--- src/rtl/ras_pkg.sv ---
// Package: shared operation encoding for the return address stack.
// Assumes: consumers decode one operation per cycle.
package ras_pkg;
    typedef enum logic [1:0] {
        OP_IDLE = 2'b00,
        OP_POP  = 2'b01,
        OP_PUSH = 2'b10,
        OP_SWAP = 2'b11
    } ras_op_e;
endpackage

--- src/rtl/ras_ctrl.sv ---
// Module: ras_ctrl
// Keeps the top pointer and the saturating occupancy of the circular stack,
// and issues the write strobe and write slot for the storage.
// Assumes: DEPTH >= 2; a pop is dropped when the stack is empty.
module ras_ctrl #(
    parameter int DEPTH = 8
) (
    input  logic                         clk,
    input  logic                         rst_n,
    input  logic                         push_i,
    input  logic                         pop_i,
    output logic [$clog2(DEPTH)-1:0]     top_o,
    output logic                         empty_o,
    output logic                         wr_en_o,
    output logic [$clog2(DEPTH)-1:0]     wr_idx_o
);
    import ras_pkg::*;

    localparam int PW = $clog2(DEPTH);
    localparam int CW = $clog2(DEPTH + 1);
    localparam logic [CW-1:0] FULL_CNT = CW'(DEPTH);
    localparam logic [PW-1:0] LAST_IDX = PW'(DEPTH - 1);

    logic [PW-1:0] top_q, top_d, top_up, top_dn;
    logic [CW-1:0] cnt_q, cnt_d;
    logic          is_empty, is_full;
    ras_op_e       op;

    // Neighbour slots in the circular buffer, wrapping at DEPTH.
    always_comb begin
        top_up = (top_q == LAST_IDX) ? '0 : top_q + PW'(1);
        top_dn = (top_q == '0) ? LAST_IDX : top_q - PW'(1);
    end

    assign is_empty = (cnt_q == '0);
    assign is_full  = (cnt_q == FULL_CNT);

    // Decode this cycle's operation; a pop on an empty stack is dropped.
    always_comb begin
        op = ras_op_e'({push_i, pop_i && !is_empty});
    end

    // Next pointer, next count and write request for the decoded operation.
    always_comb begin
        top_d    = top_q;
        cnt_d    = cnt_q;
        wr_en_o  = 1'b0;
        wr_idx_o = top_q;
        unique case (op)
            OP_PUSH: begin
                top_d    = top_up;
                cnt_d    = is_full ? cnt_q : cnt_q + CW'(1);
                wr_en_o  = 1'b1;
                wr_idx_o = top_up;
            end
            OP_POP: begin
                top_d = top_dn;
                cnt_d = cnt_q - CW'(1);
            end
            OP_SWAP: begin
                wr_en_o  = 1'b1;
                wr_idx_o = top_q;
            end
            default: ;
        endcase
    end

    // Pointer and count registers with synchronous reset.
    always_ff @(posedge clk) begin
        if (!rst_n) begin
            top_q <= '0;
            cnt_q <= '0;
        end else begin
            top_q <= top_d;
            cnt_q <= cnt_d;
        end
    end

    assign top_o   = top_q;
    assign empty_o = is_empty;

    assert_count_bounded_R5: assert property (@(posedge clk) disable iff (!rst_n)
        cnt_q <= FULL_CNT);
    assert_full_push_saturates_R5: assert property (@(posedge clk) disable iff (!rst_n)
        (push_i && !pop_i && is_full) |=> (cnt_q == FULL_CNT));
    assert_push_grows_R3: assert property (@(posedge clk) disable iff (!rst_n)
        (push_i && !pop_i && !is_full) |=> (cnt_q == $past(cnt_q) + CW'(1)));
    assert_empty_pop_holds_R6: assert property (@(posedge clk) disable iff (!rst_n)
        (pop_i && !push_i && is_empty) |=> (is_empty && $stable(top_q)));
    assert_swap_keeps_depth_R7: assert property (@(posedge clk) disable iff (!rst_n)
        (push_i && pop_i && !is_empty) |=> ($stable(cnt_q) && $stable(top_q)));
endmodule

--- src/rtl/ras_store.sv ---
// Module: ras_store
// Holds the return addresses: one register per slot, one write port and
// one combinational read port.
// Assumes: the write and read indices are always below DEPTH.
module ras_store #(
    parameter int DEPTH  = 8,
    parameter int ADDR_W = 32
) (
    input  logic                      clk,
    input  logic                      wr_en_i,
    input  logic [$clog2(DEPTH)-1:0]  wr_idx_i,
    input  logic [ADDR_W-1:0]         wr_data_i,
    input  logic [$clog2(DEPTH)-1:0]  rd_idx_i,
    output logic [ADDR_W-1:0]         rd_data_o
);
    localparam int PW = $clog2(DEPTH);

    logic [ADDR_W-1:0] slot_q [DEPTH];

    for (genvar g = 0; g < DEPTH; g++) begin : g_slot
        // Capture the incoming address when this slot is selected.
        always_ff @(posedge clk) begin
            if (wr_en_i && (wr_idx_i == PW'(g)))
                slot_q[g] <= wr_data_i;
        end
    end

    // Present the addressed slot.
    assign rd_data_o = slot_q[rd_idx_i];
endmodule

--- src/rtl/ras_predictor.sv ---
// Module: ras_predictor (top)
// Return-target predictor. A call pushes its return address, and a return
// pops the top entry and presents it as the prediction in the same cycle.
// Assumes: at most one call and one return per cycle; a simultaneous pair
// is a pop followed by a push.
module ras_predictor #(
    parameter int DEPTH  = 8,
    parameter int ADDR_W = 32
) (
    input  logic              clk,
    input  logic              rst_n,
    input  logic              call_i,
    input  logic [ADDR_W-1:0] call_addr_i,
    input  logic              ret_i,
    output logic              pred_valid_o,
    output logic [ADDR_W-1:0] pred_target_o
);
    localparam int PW = $clog2(DEPTH);

    logic [PW-1:0] top_idx, wr_idx;
    logic          empty, wr_en;

    ras_ctrl #(.DEPTH(DEPTH)) u_ctrl (
        .clk     (clk),
        .rst_n   (rst_n),
        .push_i  (call_i),
        .pop_i   (ret_i),
        .top_o   (top_idx),
        .empty_o (empty),
        .wr_en_o (wr_en),
        .wr_idx_o(wr_idx)
    );

    ras_store #(.DEPTH(DEPTH), .ADDR_W(ADDR_W)) u_store (
        .clk      (clk),
        .wr_en_i  (wr_en),
        .wr_idx_i (wr_idx),
        .wr_data_i(call_addr_i),
        .rd_idx_i (top_idx),
        .rd_data_o(pred_target_o)
    );

    // A prediction is offered only for a return that finds an entry.
    assign pred_valid_o = ret_i && !empty;

    assert_valid_needs_ret_R9: assert property (@(posedge clk) disable iff (!rst_n)
        pred_valid_o |-> ret_i);
endmodule

--- config.mk ---
export PLATFORM = sky130hd
export DESIGN_NAME = ras_predictor
export DESIGN_NICKNAME = d
export VERILOG_FILES = /design/src/rtl/ras_pkg.sv /design/src/rtl/ras_ctrl.sv /design/src/rtl/ras_store.sv /design/src/rtl/ras_predictor.sv
export SDC_FILE = /design/constraint.sdc
export NUM_CORES = 1
export LEC_CHECK = 0
export BUFFER_PORTS_ARGS = -buffer_cell sky130_fd_sc_hd__buf_2
export CAP_MARGIN = 0
export CORE_MARGIN = 3
export CORE_UTILIZATION = 56
export CTS_BUF_LIST = sky130_fd_sc_hd__clkbuf_2
export CTS_CLUSTER_DIAMETER = 80
export DETAILED_ROUTE_END_ITERATION = 16
export PLACE_DENSITY = 0.78
export SLEW_MARGIN = 10
export SYNTH_ARGS = -nofsm -noshare
export SYNTH_HDL_FRONTEND = slang
export SYNTH_HIERARCHICAL = 1
export SYNTH_SLANG_ARGS = --single-unit
--- constraint.sdc ---
create_clock -name clk -period 4.3 [get_ports clk]
set_input_delay 0.43 -clock clk [delete_from_list [all_inputs] [get_ports clk]]
set_output_delay 0.43 -clock clk [all_outputs]
set_load 0.02 [all_outputs]
# --- After elaboration in Yosys (flattened, before gate mapping) ---
# Memory sizes are Yosys's and may differ from the RTL's. A register that Yosys moved wholly into a read port is not among the register bits.
# Index checks and enable logic that the tools add are counted.
classes:
  reduce_logical: 23
  addsub: 4
  n_mux: 46
  eq_ne: 13
ops:
  columns: ["cell", "n"]
  rows:
  - ["$mux W32", 7]
  - ["$reduce_or A32 Y1", 7]
  - ["$mux W3", 12]
  - ["$mux W1", 24]
  - ["$eq A3 B3 Y1 const B", 5]
  - ["$logic_and A1 B1 Y1", 9]
  - ["$pmux W4 S2", 1]
  - ["$eq A3 B2 Y1 const B", 2]
  - ["$logic_not A3 Y1", 2]
  - ["$pmux W3 S2", 1]
  - ["$add A4 B1 Y4 const B", 1]
  - ["$eq A2 B2 Y1 const B", 2]
  - ["$eq A4 B4 Y1 const B", 1]
  - ["$logic_not A4 Y1", 1]
  - ["$mux W4", 1]
  - ["$sub A4 B1 Y4 const B", 1]
  - ["$add A3 B1 Y3 const B", 1]
  - ["$eq A3 B1 Y1 const B", 1]
  - ["$sub A3 B1 Y3 const B", 1]
  - ["$eq A2 B1 Y1 const B", 1]
  - ["$ne A2 B2 Y1 const B", 1]
  - ["$reduce_and A2 Y1", 1]
  - ["$reduce_bool A2 Y1", 1]
  - ["$reduce_or A2 Y1", 1]
  - ["$logic_not A1 Y1", 1]
totals:
  memories: 1
  elab_cells: 89
  mem_bits_rw: 256
  reg_bits: 7
  out_inout_bits: 33
mem_list:
  columns: ["memory", "words", "word_bits", "rd", "rd_ports_with_merged_regs", "wr", "line", "text"]
  rows:
  - ["u_store.slot_q", 8, 32, 1, 1, 1, "ras_store.sv:18", "logic [ADDR_W-1:0] slot_q [DEPTH];"]

# --- Logic depth before layout (Yosys ltp) ---
depth:
  depth_word: 17
  depth_mapped: 11
  depth_no_buf: 10

# --- Hierarchy ---
# The synthesis kept the hierarchy.
by_module_without_submodules:
  columns: ["mod", "n_inst", "area_each_um2", "cells_per_inst", "seq_area_each_um2"]
  rows:
  - ["ras_store", 1, 9825.7, 383, 7687.4]
  - ["ras_ctrl", 1, 590.6, 67, 140.1]
  - ["ras_predictor", 1, 13.8, 1, 0.0]

# --- Least setup slack after synthesis ---
# No wires, ideal clock.
synth_path:
  path_type: "flip-flop to flip-flop"
  from: "register u_ctrl.cnt_q[1]"
  to: "memory u_store.slot_q[0][0] (enable)"
  path_slack_ns: -0.247
  synth_period_minus_slack_ns: 4.547
  path_buffers: 0
  arrival_ns: 4.086
  path_stages_with_launch: 8
  path_cell_list: "dfxtp_1 or3_4 nor2_1 nor2b_1 inv_1 ha_1 mux2_2 nor3_1"
synth_between:
  elab_chain_len: 17
synth_rtl:
  columns: ["element", "line", "text"]
  rows:
  - ["start: declaration", "ras_ctrl.sv:25", "logic [CW-1:0] cnt_q, cnt_d;"]
  - ["start signal: assignment", "ras_ctrl.sv:75", "cnt_q <= cnt_d;"]
  - ["$logic_not A4 Y1 *", "ras_ctrl.sv:35", "assign is_empty = (cnt_q == '0);"]
  - ["named net empty", "ras_predictor.sv:21", "logic empty, wr_en;"]
  - ["$logic_not A1 Y1 *", "ras_ctrl.sv:40", "op = ras_op_e'({push_i, pop_i && !is_empty});"]
  - ["$logic_and A1 B1 Y1 *", "ras_ctrl.sv:40", null]
  - ["$eq A2 B2 Y1 *", "ras_ctrl.sv:49", "unique case (op)"]
  - ["$mux W3 *", "ras_ctrl.sv:49", null]
  - ["named net wr_idx[2]", "ras_predictor.sv:20", "logic [PW-1:0] top_idx, wr_idx;"]
  - ["$eq A3 B1 Y1", "ras_store.sv:23", "if (wr_en_i && (wr_idx_i == PW'(g)))"]
  - ["$logic_and A1 B1 Y1", "ras_store.sv:23", null]
  - ["$mux W1", "ras_store.sv:23", null]
  - ["$mux W1 (implied by the code)", "ras_store.sv:24", "slot_q[g] <= wr_data_i;"]
  - ["$reduce_or A32 Y1 (no source line)", null, null]
  - ["$mux W3 (no source line) or $mux W1 (tied branches) (7 in a row)", null, null]
  - ["end: declaration", "ras_store.sv:18", null]
# The timed path passes the listed nets; every way through them passes the cells marked *.

# --- Worst setup path after layout ---
layout_path:
  from: "register u_ctrl.cnt_q[1]"
  to: "memory u_store.slot_q[7][1] (enable)"
# Same word-level chain as after synthesis.

==> run_summary.xml <==
<?xml version="1.0" encoding="UTF-8"?>
<metrics>
  <group name="critical_path">
    <metric name="cp-start-kind" unit="">flop</metric>
    <metric name="criticalPathCategory" unit="">reg2reg</metric>
    <metric name="ff2ff_setup_slack" unit="ps">600</metric>
    <metric name="timing.critical_path.to_type" unit="">flop</metric>
    <metric name="crit_path_start" unit="">u_ctrl/cnt_q[1]</metric>
    <metric name="timing.reg2reg.worst_path_depth" unit="">11</metric>
    <metric name="worst-endpoint-arrival" unit="ps">4170</metric>
    <metric name="r2r_end" unit="">u_store/slot_q[7][1]</metric>
    <metric name="cp_max_fo" unit="">21</metric>
    <metric name="timing.rr.start" unit="">u_ctrl/cnt_q[1]</metric>
    <metric name="cp-endpoint" unit="">u_store/slot_q[7][1]</metric>
    <metric name="data_required_time_of_the_critical_path" unit="ps">4770</metric>
  </group>
  <group name="logic_synthesis">
    <metric name="synth_common_cells" unit="">sky130_fd_sc_hd__edfxtp_1, sky130_fd_sc_hd__mux4_1, sky130_fd_sc_hd__mux2_2</metric>
    <metric name="dominantRegCellSynth" unit="">sky130_fd_sc_hd__edfxtp_1</metric>
    <metric name="syn_area" unit="mm^2">0.01043</metric>
    <metric name="yosysWarnings" unit="">6</metric>
    <metric name="synth-edff-count" unit="">256</metric>
    <metric name="post_synth_inst_count" unit="">451</metric>
    <metric name="ys_seq_elements" unit="">263</metric>
    <metric name="synth_top_family_by_area" unit="">multiplexers</metric>
    <metric name="yosys.area.top_type" unit="">sky130_fd_sc_hd__edfxtp_1</metric>
    <metric name="synth_compound_area_share" unit="%">1.152</metric>
    <metric name="synth-xor-area-share" unit="%">0.3359</metric>
    <metric name="synth-seq-area-share" unit="%">75.05</metric>
    <metric name="synthDistinctLibCells" unit="">37</metric>
    <metric name="yosys.cell_count.top_type" unit="">sky130_fd_sc_hd__edfxtp_1</metric>
    <metric name="async_flop_share" unit="%">0</metric>
    <metric name="synthMuxAreaShare" unit="%">18.92</metric>
    <metric name="synthTopCellsByArea" unit="">sky130_fd_sc_hd__edfxtp_1, sky130_fd_sc_hd__mux4_1, sky130_fd_sc_hd__mux4_2</metric>
    <metric name="synth.net_count" unit="">496</metric>
    <metric name="synthAdderAreaFrac" unit="%">1.080</metric>
    <metric name="syn_area_per_cell" unit="um^2">23.13</metric>
    <metric name="synth_simple_gate_area_share" unit="%">2.015</metric>
    <metric name="yosys.area.top_type_share" unit="%">73.70</metric>
  </group>
  <group name="drt">
    <metric name="dr_total_vias" unit="">5039</metric>
    <metric name="wl_per_cell" unit="um">20.89</metric>
    <metric name="drcViolationCount" unit="">0</metric>
    <metric name="drt_iter0_markers" unit="">335</metric>
    <metric name="post_route_ant_nets" unit="">0</metric>
    <metric name="drt_pass1_iterations" unit="">4</metric>
    <metric name="detail_route.wirelength" unit="mm">18.53</metric>
    <metric name="vias_per_cell" unit="">5.681</metric>
  </group>
  <group name="sta">
    <metric name="final.period_utilization" unit="%">86.07</metric>
    <metric name="slew_headroom" unit="%">20.82</metric>
    <metric name="number_of_setup_violations_in_the_final_report" unit="">0</metric>
    <metric name="final-hold-violation-count" unit="">0</metric>
    <metric name="final_hold_slack" unit="ps">377.8</metric>
    <metric name="max_freq" unit="MHz">270.2</metric>
    <metric name="fin_worst_skew" unit="ps">72.48</metric>
    <metric name="slew_violations" unit="">0</metric>
    <metric name="fin_crit" unit="ps">3701</metric>
    <metric name="worst_slew_pin_slew" unit="ps">1185</metric>
    <metric name="rsz_0062_raised_after_global_routing" unit="">false</metric>
  </group>
  <group name="place">
    <metric name="placedInstanceArea" unit="mm^2">0.01111</metric>
    <metric name="port-buffer-count" unit="">68</metric>
    <metric name="gp_congestion" unit="">0.8101</metric>
    <metric name="post-dp-hpwl" unit="mm">10.51</metric>
  </group>
  <group name="global_routing">
    <metric name="grt_max_degree" unit="">69</metric>
    <metric name="grt_antenna_before_repair" unit="">1</metric>
    <metric name="first_pass_grt_wire_length" unit="mm">29.72</metric>
    <metric name="grt_pass1_vias" unit="">5469</metric>
    <metric name="overflow" unit="">0</metric>
    <metric name="groute.usage.overall" unit="%">19.23</metric>
  </group>
  <group name="cts">
    <metric name="path_clk_slew" unit="ps">120</metric>
    <metric name="ctsLongestPathBuffers" unit="">3</metric>
    <metric name="cts-htree-levels" unit="">2</metric>
    <metric name="clock_sink_count" unit="">263</metric>
    <metric name="cts_made_buffers" unit="">61</metric>
    <metric name="cts-root-buf" unit="">sky130_fd_sc_hd__clkbuf_2</metric>
    <metric name="worstSkewPairLatency" unit="ps">820</metric>
    <metric name="tritoncts" unit="">built</metric>
    <metric name="number_of_setup_buffers_added_after_cts" unit="">0</metric>
  </group>
  <group name="floorplan">
    <metric name="fp.dieH" unit="um">142.5</metric>
    <metric name="top_level_ports" unit="">69</metric>
    <metric name="core.rowCount" unit="">49</metric>
    <metric name="total_die_area" unit="mm^2">0.02030</metric>
    <metric name="floorplan.die.width" unit="um">142.5</metric>
    <metric name="design.core.area" unit="mm^2">0.01815</metric>
    <metric name="initial_core_util" unit="%">57.47</metric>
  </group>
  <group name="power_and_ir_drop">
    <metric name="power_density" unit="mW/mm^2">632.6</metric>
    <metric name="ir_worst_vdd" unit="mV">0.4157</metric>
    <metric name="static-leakage-power" unit="nW">4.122</metric>
  </group>
  <group name="cells_and_area">
    <metric name="areaGrowthSynthToFinish" unit="%">14.88</metric>
    <metric name="drive_above_1_share" unit="%">37.44</metric>
    <metric name="final_net_count" unit="">652</metric>
    <metric name="postLayoutCoreUtil" unit="%">66.02</metric>
    <metric name="seq_area" unit="mm^2">0.007834</metric>
    <metric name="multi_input_combinational_cell_area" unit="mm^2">0.002506</metric>
    <metric name="post-route-cell-area" unit="mm^2">0.01198</metric>
    <metric name="filler_cell_count" unit="">1190</metric>
  </group>
  <group name="status">
    <metric name="status" unit="">finished clean</metric>
  </group>
  <group name="hold_path">
    <metric name="worst_hold_check_path_type" unit="">in2reg</metric>
  </group>
  <group name="flow_run">
    <metric name="cap_violations" unit="">0</metric>
  </group>
</metrics>
[per-layer routing]
metal	vias up	global-route usage (%)	part of all wire, %
met5	-	0	0
met4	0	7.054	1.9
met3	32	4.301	6.3
met2	176	30.42	50
met1	2533	26.85	41
li1	2298	-	-
[stage by stage]
step	power, mW	TNS, ps	std cells	worst slack, ps
global placement	6.095	0	740	830.9
detailed placement	6.179	0	740	600.9
CTS	7.684	0	886	489.4
global route	8.011	0	887	325.1
finish	7.579	0	887	599.0
floorplan	5.404	-15800	451	-246.9
[timing repair]
action / in CTS / in global routing
hold endpoints to repair: 263 / 0
hold buffers: 33 / 0
resized for setup: 0 / 0
setup endpoints to repair: 0 / 0
[cell type report]
cell class                      count  area share (%)
Antenna cell                        1         0.02089
Clock buffer                       89           3.718
Clock inverter                     24          0.8145
Inverter                            5          0.1566
Multi-Input combinational cell    164           20.92
Sequential cell                   263           65.38
Tap cell                          229           2.391
Timing Repair Buffer              112           6.600
[cells in the final DEF (no fill, tap or decap), types with 3 or more instances in the layout]
master / instances
sky130_fd_sc_hd__nand2b_1: 3
sky130_fd_sc_hd__dfxtp_1: 4
sky130_fd_sc_hd__nor2b_1: 5
sky130_fd_sc_hd__clkbuf_2: 89
sky130_fd_sc_hd__a21oi_1: 3
sky130_fd_sc_hd__buf_12: 3
sky130_fd_sc_hd__mux4_2: 24
sky130_fd_sc_hd__o21ai_0: 5
sky130_fd_sc_hd__buf_4: 8
sky130_fd_sc_hd__ha_1: 9
sky130_fd_sc_hd__edfxtp_1: 256
sky130_fd_sc_hd__inv_1: 5
sky130_fd_sc_hd__nor2_4: 6
sky130_fd_sc_hd__nand2_1: 6
sky130_fd_sc_hd__dlygate4sd3_1: 33
sky130_fd_sc_hd__buf_2: 68
sky130_fd_sc_hd__mux4_1: 40
sky130_fd_sc_hd__nor2_1: 3
sky130_fd_sc_hd__mux2_2: 33
sky130_fd_sc_hd__clkinv_1: 20
[where the power goes]
| group | internal (mW) | switching (mW) | leakage [nW] |
|---|---|---|---|
| clock network | 0.561 | 0.904 | 0.417 |
| registers | 3.35 | 0.200 | 2.38 |
| logic | 1.16 | 1.40 | 1.32 |
| total | 5.07 | 2.51 | 4.12 |
[critical path, stage by stage (launching register included)]
cell and delay (ps):
sky130_fd_sc_hd__dfxtp_1 380, sky130_fd_sc_hd__or3_4 440, sky130_fd_sc_hd__nor2_1 240, sky130_fd_sc_hd__nor2b_1 150, sky130_fd_sc_hd__inv_1 80, sky130_fd_sc_hd__ha_1 330, sky130_fd_sc_hd__inv_1 150, sky130_fd_sc_hd__or3_1 360
sky130_fd_sc_hd__o21ai_0 260, sky130_fd_sc_hd__nand2_1 280, sky130_fd_sc_hd__nor2_4 470, sky130_fd_sc_hd__buf_12 260
[state kept, by name, summed over array words and instances, names as in the netlist]
signal and count:
u_store/slot_q 256, u_ctrl/cnt_q 4, u_ctrl/top_o 3
[worst min-delay path by stage]
stage / start / depth (start not counted) / slack [ps] / end
final: call_i / 6 / 380 / u_ctrl/top_o[1]
after global routing: call_addr_i[16] / 2 / 350 / u_store/slot_q[2][16]
after global placement: u_ctrl/cnt_q[3] / 1 / 470 / u_ctrl/cnt_q[3]
after floorplan: u_ctrl/cnt_q[3] / 1 / 450 / u_ctrl/cnt_q[3]
after CTS: call_i / 4 / 300 / u_ctrl/top_o[2]
after detailed placement: u_ctrl/cnt_q[3] / 1 / 480 / u_ctrl/cnt_q[3]
[logic make-up (layout without fill, tap and decap cells)]
logic type	count (synthesis)	after routing
xor gates and xnor gates	4	4
buffers and inverters	24	230
and+or+nand+nor	37	37
DFF	263	263
other	0	1
muxes	98	98
adders and majority gates	9	9
AOI/OAI and AO/OA	16	16
No activity file was read; power rests on OpenSTA's default activity.
